[config.mk]
export PLATFORM = sky130hd
export DESIGN_NAME = alu8_twos
export DESIGN_NICKNAME = d
export VERILOG_FILES = /design/src/rtl/alu8_pkg.sv /design/src/rtl/alu8_ctrl.sv /design/src/rtl/alu8_datapath.sv /design/src/rtl/alu8_twos.sv
export SDC_FILE = /design/constraint.sdc
export NUM_CORES = 1
export LEC_CHECK = 0
export ABC_CLOCK_PERIOD_IN_PS = 7200
export CAP_MARGIN = 5
export CELL_PAD_IN_SITES_DETAIL_PLACEMENT = 1
export CELL_PAD_IN_SITES_GLOBAL_PLACEMENT = 1
export CORE_MARGIN = 3
export CORE_UTILIZATION = 35
export DETAILED_ROUTE_END_ITERATION = 10
export PLACE_DENSITY = 0.83
export SYNTH_ARGS = -nofsm -noshare
export SYNTH_HDL_FRONTEND = slang
export SYNTH_SLANG_ARGS = --single-unit
[constraint.sdc]
create_clock -name vclk -period 7.2
set_input_delay 1.8 -clock vclk [all_inputs]
set_output_delay 1.8 -clock vclk [all_outputs]
set_load 0.02 [all_outputs]
[src/rtl/alu8_pkg.sv]
package alu8_pkg;
  localparam int OP_W = 4;

  localparam logic [OP_W-1:0] OP_ADD  = 4'd0;
  localparam logic [OP_W-1:0] OP_SUB  = 4'd1;
  localparam logic [OP_W-1:0] OP_RSUB = 4'd2;
  localparam logic [OP_W-1:0] OP_OR   = 4'd3;
  localparam logic [OP_W-1:0] OP_AND  = 4'd4;
  localparam logic [OP_W-1:0] OP_XOR  = 4'd5;
  localparam logic [OP_W-1:0] OP_NOTA = 4'd6;
  localparam logic [OP_W-1:0] OP_NOTB = 4'd7;
  localparam logic [OP_W-1:0] OP_NEGA = 4'd8;
  localparam logic [OP_W-1:0] OP_NEGB = 4'd9;
  localparam int NUM_OPS = 10;

  typedef enum logic [2:0] {
    RES_SUM, RES_OR, RES_AND, RES_XOR, RES_NOTA, RES_NOTB, RES_ZERO
  } res_e;

  typedef struct packed {
    logic passA;
    logic invA;
    logic passB;
    logic invB;
    logic carryIn;
    res_e resSel;
  } ctrl_t;
endpackage

[src/rtl/alu8_ctrl.sv]
module alu8_ctrl
  import alu8_pkg::*;
(
  input  logic [OP_W-1:0] opCode,
  output ctrl_t           ctrl
);
  always_comb begin
    ctrl = '{passA: 1'b1, invA: 1'b0, passB: 1'b1, invB: 1'b0,
             carryIn: 1'b0, resSel: RES_ZERO};
    case (opCode)
      OP_ADD:  ctrl.resSel = RES_SUM;
      OP_SUB:  begin ctrl.invB = 1'b1; ctrl.carryIn = 1'b1; ctrl.resSel = RES_SUM; end
      OP_RSUB: begin ctrl.invA = 1'b1; ctrl.carryIn = 1'b1; ctrl.resSel = RES_SUM; end
      OP_OR:   ctrl.resSel = RES_OR;
      OP_AND:  ctrl.resSel = RES_AND;
      OP_XOR:  ctrl.resSel = RES_XOR;
      OP_NOTA: ctrl.resSel = RES_NOTA;
      OP_NOTB: ctrl.resSel = RES_NOTB;
      OP_NEGA: begin
        ctrl.invA = 1'b1; ctrl.passB = 1'b0; ctrl.carryIn = 1'b1; ctrl.resSel = RES_SUM;
      end
      OP_NEGB: begin
        ctrl.passA = 1'b0; ctrl.invB = 1'b1; ctrl.carryIn = 1'b1; ctrl.resSel = RES_SUM;
      end
      default: ctrl.resSel = RES_ZERO;
    endcase
  end

  always_comb begin

    unused_code_chk: assert ((32'(opCode) < NUM_OPS) == (ctrl.resSel != RES_ZERO))
      else $error("R6: code %0d decoded to source %0d", opCode, ctrl.resSel);
  end
endmodule

[src/rtl/alu8_datapath.sv]
module alu8_datapath
  import alu8_pkg::*;
#(
  parameter int WIDTH = 8
) (
  input  logic [WIDTH-1:0] opA,
  input  logic [WIDTH-1:0] opB,
  input  ctrl_t            ctrl,
  output logic [WIDTH-1:0] result,
  output logic             ovfFlag,
  output logic             zeroFlag,
  output logic             aGreater,
  output logic             aLess,
  output logic             aEqual
);
  localparam int MSB = WIDTH - 1;

  logic [WIDTH-1:0] addX, addY, sumVal;

  always_comb begin
    addX   = ctrl.passA ? (ctrl.invA ? ~opA : opA) : '0;
    addY   = ctrl.passB ? (ctrl.invB ? ~opB : opB) : '0;
    sumVal = addX + addY + WIDTH'(ctrl.carryIn);
    case (ctrl.resSel)
      RES_SUM:  result = sumVal;
      RES_OR:   result = opA | opB;
      RES_AND:  result = opA & opB;
      RES_XOR:  result = opA ^ opB;
      RES_NOTA: result = ~opA;
      RES_NOTB: result = ~opB;
      default:  result = '0;
    endcase
    ovfFlag  = (ctrl.resSel == RES_SUM) && (addX[MSB] == addY[MSB])
               && (sumVal[MSB] != addX[MSB]);
    zeroFlag = (result == '0);
  end

  always_comb begin
    aEqual   = (opA == opB);
    aGreater = !aEqual && ($signed(opA) > $signed(opB));
    aLess    = !aEqual && !aGreater;
  end

  always_comb begin

    logic_ovf_chk: assert (ctrl.resSel == RES_SUM || !ovfFlag)
      else $error("R7: overflow raised for non-arithmetic source");

    zero_source_chk: assert (ctrl.resSel != RES_ZERO || result == '0)
      else $error("R6: zero source gave %h", result);
  end

  always_comb begin

    cmp_onehot_chk: assert ($onehot({aGreater, aLess, aEqual}))
      else $error("R8: magnitude flags not one-hot");

    cmp_equal_chk: assert (!aEqual || (opA ^ opB) == '0)
      else $error("R8: equal flag with differing operands");
  end
endmodule

[src/rtl/alu8_twos.sv]
module alu8_twos
  import alu8_pkg::*;
(
  input  logic [7:0]      opA,
  input  logic [7:0]      opB,
  input  logic [OP_W-1:0] opCode,
  output logic [7:0]      result,
  output logic            ovfFlag,
  output logic            zeroFlag,
  output logic            aGreater,
  output logic            aLess,
  output logic            aEqual
);
  ctrl_t ctrl;

  alu8_ctrl i_ctrl (.opCode(opCode), .ctrl(ctrl));

  alu8_datapath #(.WIDTH(8)) i_dp (
    .opA(opA), .opB(opB), .ctrl(ctrl), .result(result),
    .ovfFlag(ovfFlag), .zeroFlag(zeroFlag),
    .aGreater(aGreater), .aLess(aLess), .aEqual(aEqual)
  );
endmodule

==> results of run 1 <==
## routing by layer
layer / vias up / wire length, um / track usage
met5: - / 0 / 0
met2: 66 / 3230 / 0.433
met4: 0 / 124 / 0.0455
met1: 995 / 2950 / 0.315
li1: 992 / - / -
met3: 14 / 220 / 0.00401
## worst paths after layout
check | depth (start not counted) | to | slack (ns)
worst max-delay path | 13 | zeroFlag | 0.05
worst min-delay path | 6 | ovfFlag | 4.80
## metrics by stage
| stage | total power (W) | cell area, sq um |
|---|---|---|
| final | 0.000198 | 2250 |
| after global placement | 0.000188 | 2230 |
| after global routing | 0.000215 | 2250 |
| after detailed placement | 0.000195 | 2230 |
| after CTS | 0.000196 | 2240 |
| after floorplan | 0.000110 | 1670 |
## cell type report
class	count	area, sq um	area share
Timing Repair Buffer	63	562	0.250
Multi-Input combinational cell	210	1540	0.686
Tap cell	52	65.1	0.0289
Inverter	21	78.8	0.0351
## kinds of logic after synthesis
group | synth area share
compound gates | 0.326
fa+ha+maj | 0.255
simple gates | 0.219
xor+xnor | 0.0263
buf+inv | 0.0825
mux | 0.0908
## synthesized netlist by cell type (all sizes together) (4+ instances only)
library cell,n,share of area
nand2,20,0.045
xnor2,4,0.021
buf,6,0.019
a211oi,7,0.032
ha,30,0.23
mux2i,14,0.084
nor2b,9,0.034
nor3,8,0.024
o21ai,17,0.051
nor2,22,0.050
clkbuf,7,0.017
o22ai,5,0.019
inv,21,0.047
a21oi,23,0.069
o21bai,4,0.018
## what timing repair did
item | in CTS | in global routing
gates resized for setup | 6 | 4
hold endpoints to repair | 0 | 0
pin swaps | 0 | 0
endpoints found under the setup margin | 2 | 3
## worst min-delay path: stages
cell,delay [ns]
clkdlybuf4s50_1,0.53
inv_1,0.23
a21oi_1,0.11
nand3_1,0.08
a21oi_1,0.06
dlymetal6s2s_1,0.20
## where the power goes
group	total, W	internal [W]	switching, W
registers	0	0	0
clock network	0	0	0
logic	0.000198	0.0000919	0.000106
total	0.000198	0.0000919	0.000106
==> impl_metrics.env, run 1 <==
export IMPL_status="complete, no violations"
export IMPL_cp_arrival_ns=5.35
export IMPL_hp_class="input pin to output port"
export IMPL_grt_max_degree=20
export IMPL_grt_pass1_wl_um=10400
export IMPL_grt_pass1_vias=2120
export IMPL_fmax_ghz=0.140
export IMPL_ir_worst_vdd_uv=54.7
export IMPL_nNetsFinal=348
export IMPL_seq_area_sq_um=0
export IMPL_tightest_slew_ns=0.516
export IMPL_area_growth_pct=34.8
export IMPL_worstHoldStart="opB[7]"
export IMPL_ioPinCount=33
export IMPL_max_stage_delay_ns=0.56
export IMPL_hold_slack_ns=4.80
export IMPL_drv_slew=0
export IMPL_drt_initial_drc_count=100
export IMPL_fillerInstances=591
export IMPL_wl_per_cell_um=18.8
export IMPL_num_vias=2067
export IMPL_die_w_um=75.0
export IMPL_postRouteAntennaNets=0
export IMPL_seq_cell_count=0
export IMPL_start_util=0.373
export IMPL_yosysUniqueCellTypes=50
export IMPL_slew_headroom=0.655
export IMPL_fin_util=0.503
export IMPL_rsz0062_at_grt="yes"
export IMPL_place_ws_ns=-0.354
export IMPL_worstSetupEndpointType="output port"
export IMPL_netlist_instances=244
export IMPL_fin_crit_ns=7.15
export IMPL_cp_top_family="simple AND/OR/NAND/NOR gates"
export IMPL_drv_cap=0
export IMPL_coreArea_sq_mm=0.00447
export IMPL_hold_violations=0
export IMPL_viasPerCell=5.97
export IMPL_die_h_um=75.0
export IMPL_p_per_area_mw_per_mm2=88.1
export IMPL_required_ns=5.40
export IMPL_start_kind="input pin"
export IMPL_drtPass1Iterations=4
export IMPL_path_max_fanout=19
export IMPL_std_cell_rows=24
export IMPL_fin_ws_ns=0.0511
export IMPL_crit_buf_inv=3
export IMPL_crit_chain="clkdlybuf4s50_1, buf_6, mux2i_1, a21oi_1, nor2_1, fa_1, fa_1, xnor2_1, o221ai_1, or3_1, or3_1, and4bb_1, clkdlybuf4s15_2"
export IMPL_synth_nets=296
export IMPL_antenna_cells=0
export IMPL_final_cell_count_no_fill=346
export IMPL_grt_util_all_layers=0.238
export IMPL_yosysSeqAreaShare=0
export IMPL_clockBufferCount=0
export IMPL_die_area_sq_mm=0.00563
export IMPL_drive_above_1_share=0.122
export IMPL_place_inst=346
export IMPL_wirelength_um=6520
export IMPL_antenna_found_initial=0
export IMPL_dpl_hpwl_um=5370
export IMPL_final_cell_mix="30 x ha_1, 30 x clkdlybuf4s50_1, 29 x buf_4"
export IMPL_portBuffers=33
export IMPL_gp_congestion=0.886
export IMPL_p_leak_nw=1.07
export IMPL_grt_ovfl_total=0
export IMPL_synth_avg_cell_area_sq_um=6.84
export IMPL_hold_buffers=0
export IMPL_path_class="input pin to output port"
export IMPL_finalSetupTns_ns=0
export IMPL_drc=0
export IMPL_min_period_over_period=0.993
export IMPL_crit_start="opCode[1]"
export IMPL_post_cts_buffers=0
export IMPL_yosysWarnings=0
export IMPL_synth_area_sq_mm=0.00167
export IMPL_setup_viol=0
export IMPL_slowest_stage="clkdlybuf4s50_1"
No activity file was read; power rests on OpenSTA's default activity.
==> run 2: changes to the inputs <==
- ABC_AREA: default -> 1
- GPL_TIMING_DRIVEN: default -> 0
- PLACE_DENSITY: 0.83 -> 0.89
==> run 2 against run 1 <==
Fmax up 5.1%. Clock-buffer cell count did not move. Utilization decreased by 2.7 points. Die area decreased by 7.3%. Global-route usage is 2.7 points lower. Flip-flop and latch count is the same. Power shrank 16%. Worst hold slack worse by 0.35 ns. Wire length decreased by 16%. Sequential share of layout area unchanged. Final area down 13%.
==> impl_metrics.env, run 2 <==
export IMPL_status="complete, no violations"
export IMPL_dpl_hpwl_um=4610
export IMPL_seqPwrFrac=0
export IMPL_share_comb_of_total_power=1.000
export IMPL_ioPinCount=33
export IMPL_die_h_um=72.2
export IMPL_cellInternalPower_w=0.0000655
export IMPL_finalSetupTns_ns=0
export IMPL_wirelength_um=5510
export IMPL_fin_crit_ns=6.80
export IMPL_die_area_sq_mm=0.00522
export IMPL_drtPass1Iterations=4
export IMPL_cp_arrival_ns=5.00
export IMPL_yosysUniqueCellTypes=22
export IMPL_worstSetupEndpointType="output port"
export IMPL_use_met2=0.393
export IMPL_fin_ws_ns=0.395
export IMPL_synth_compound_area_frac=0.142
export IMPL_coreArea_sq_mm=0.00412
export IMPL_hp_class="input pin to output port"
export IMPL_yosysSeqAreaShare=0
export IMPL_synth_nets=334
export IMPL_path_max_fanout=10
export IMPL_synth_avg_cell_area_sq_um=5.44
export IMPL_drive_above_1_share=0.0594
export IMPL_postRouteAntennaNets=0
export IMPL_rsz0062_at_grt="no"
export IMPL_p_per_area_mw_per_mm2=84.6
export IMPL_place_ws_ns=-0.542
export IMPL_antenna_found_initial=0
export IMPL_seq_area_sq_um=0
export IMPL_synth_commonest_cells="58 x nand2_1, 56 x inv_1, 48 x nand3_1"
export IMPL_die_w_um=72.2
export IMPL_hold_violations=0
export IMPL_synth_xor_area_share=0
export IMPL_grt_most_used_layer="met2"
export IMPL_yosysTopAreaCellShare=0.244
export IMPL_mostFrequentLayoutCell="nand2_1"
export IMPL_synth_area_top_cells="ha_1 24%, nand3_1 16%, nand2_1 14%"
export IMPL_p_leak_nw=1.08
export IMPL_drv_slew=0
export IMPL_final_cell_mix="58 x nand2_1, 56 x inv_1, 48 x nand3_1"
export IMPL_synth_fa_ha_area_frac=0.271
export IMPL_setup_viol=0
export IMPL_synth_area_leader_cell="ha_1"
export IMPL_num_vias=2003
export IMPL_fmax_ghz=0.147
export IMPL_clockBufferCount=0
export IMPL_met3_usage=0.00416
export IMPL_std_cell_rows=23
export IMPL_tightest_slew_ns=0.681
export IMPL_yosysWarnings=0
export IMPL_grt_ovfl_total=0
export IMPL_drt_initial_drc_count=92
export IMPL_netlist_instances=282
export IMPL_synth_area_sq_mm=0.00154
export IMPL_gp_congestion=0.848
export IMPL_met1_usage=0.274
export IMPL_synth_mux_area_frac=0
export IMPL_min_period_over_period=0.945
export IMPL_wl_per_cell_um=14.9
export IMPL_p_sw_w=0.0000999
export IMPL_yosysMostFrequentCell="nand2_1"
export IMPL_grt_max_degree=11
export IMPL_fillerInstances=601
export IMPL_clkPwrFrac=0
export IMPL_ir_worst_vdd_uv=35.2
export IMPL_switching_share=0.604
export IMPL_nNetsFinal=374
export IMPL_path_class="input pin to output port"
export IMPL_grt_pass1_wl_um=9050
export IMPL_drv_cap=0
export IMPL_synth_simple_area_share=0.445
export IMPL_area_growth_pct=27.4
export IMPL_viasPerCell=5.41
export IMPL_grt_pass1_vias=2019
export IMPL_start_kind="input pin"
export IMPL_hold_buffers=0
export IMPL_portBuffers=33
export IMPL_required_ns=5.40
export IMPL_start_util=0.373
export IMPL_slew_headroom=0.542
export IMPL_seq_cell_count=0
export IMPL_synth_top_family_by_area="simple AND/OR/NAND/NOR gates"
export IMPL_antenna_cells=0
export IMPL_drc=0
export IMPL_grt_util_all_layers=0.211
-- run 2: cell count changes in the layout (fill, tap and decap cells not counted), moves of 5 or more --
cell,previous run,this run
o21ai_0,15,20
mux2i_1,14,0
nor2b_1,9,0
nand2_1,20,58
clkbuf_2,0,5
nor3_1,7,0
a211oi_1,6,1
nand3_1,1,48
nor2_1,21,27
inv_1,21,56
buf_4,29,5
a21oi_1,23,15
-- run 2: through the flow --
| stage | total power (W) | std cells | hold slack, ns | instance area, sq um | utilization |
|---|---|---|---|---|---|
| finish | 0.000165 | 370 | 4.45 | 1960 | 0.475 |
| CTS | 0.000163 | 365 | 4.76 | 1930 | 0.469 |
| floorplan | 0.0000995 | 282 | 3.81 | 1540 | - |
| global route | 0.000186 | 370 | 4.51 | 1960 | 0.475 |
| global placement | 0.000157 | 365 | 4.96 | 1930 | 0.469 |
| detailed placement | 0.000163 | 365 | 4.97 | 1930 | 0.469 |
-- run 2: path summary, 6_finish.rpt --
kind | from | end | slack [ns] | cells after the start
worst max-delay path | opCode[1] | zeroFlag | 0.40 | 20
worst min-delay path | opCode[2] | zeroFlag | 4.45 | 6
-- run 2: worst max-delay path, cell delays in order --
cell	delay (ns)
clkbuf_2	0.15
inv_1	0.15
nor2_4	0.08
nand2_1	0.08
nand2_1	0.08
inv_1	0.16
clkbuf_4	0.24
a21oi_1	0.10
fa_1	0.47
fa_1	0.46
nor2_1	0.13
nor2_1	0.06
nand3_1	0.09
nand3_1	0.08
nor2_1	0.16
nand3_1	0.14
nor2_1	0.18
nand3_1	0.09
nor2_1	0.12
clkbuf_2	0.18
-- run 2: timing repair --
item                                    in CTS  in global routing
resized for setup                            7                 12
pin swaps                                    0                  3
setup buffers                                0                  5
endpoints found under the setup margin       4                  4
gates cloned                                 0                  0
endpoints found under the hold margin        0                  0
-- run 2: kinds of logic after synthesis --
kind of cell,Yosys count
buffers and inverters,58
AO/OA/AOI/OAI,41
AND/OR/NAND/NOR,151
adder cells (fa/ha/maj),32
-- run 2: power groups by stage --
stage	combinational, W	sequential, W	clock (W)
final	0.000165	0	0
after global routing	0.000186	0	0
after CTS	0.000163	0	0
after detailed placement	0.000163	0	0
after global placement	0.000157	0	0
after floorplan	0.0000995	0	0
-- run 2: cell type report --
| class | count | area [sq um] | share of cell area |
|---|---|---|---|
| Multi-Input combinational cell | 224 | 1330 | 0.679 |
| Buffer | 1 | 7.51 | 0.00384 |
| Tap cell | 50 | 62.6 | 0.0320 |
| Inverter | 57 | 214 | 0.109 |
| Timing Repair Buffer | 38 | 343 | 0.175 |
-- run 2: routing by layer --
layer	wire length (um)	part of all wire	up-vias
li1	-	-	999
met1	2470	0.45	941
met2	2720	0.49	57
met3	224	0.041	6
met4	95	0.017	0
met5	0	0	-
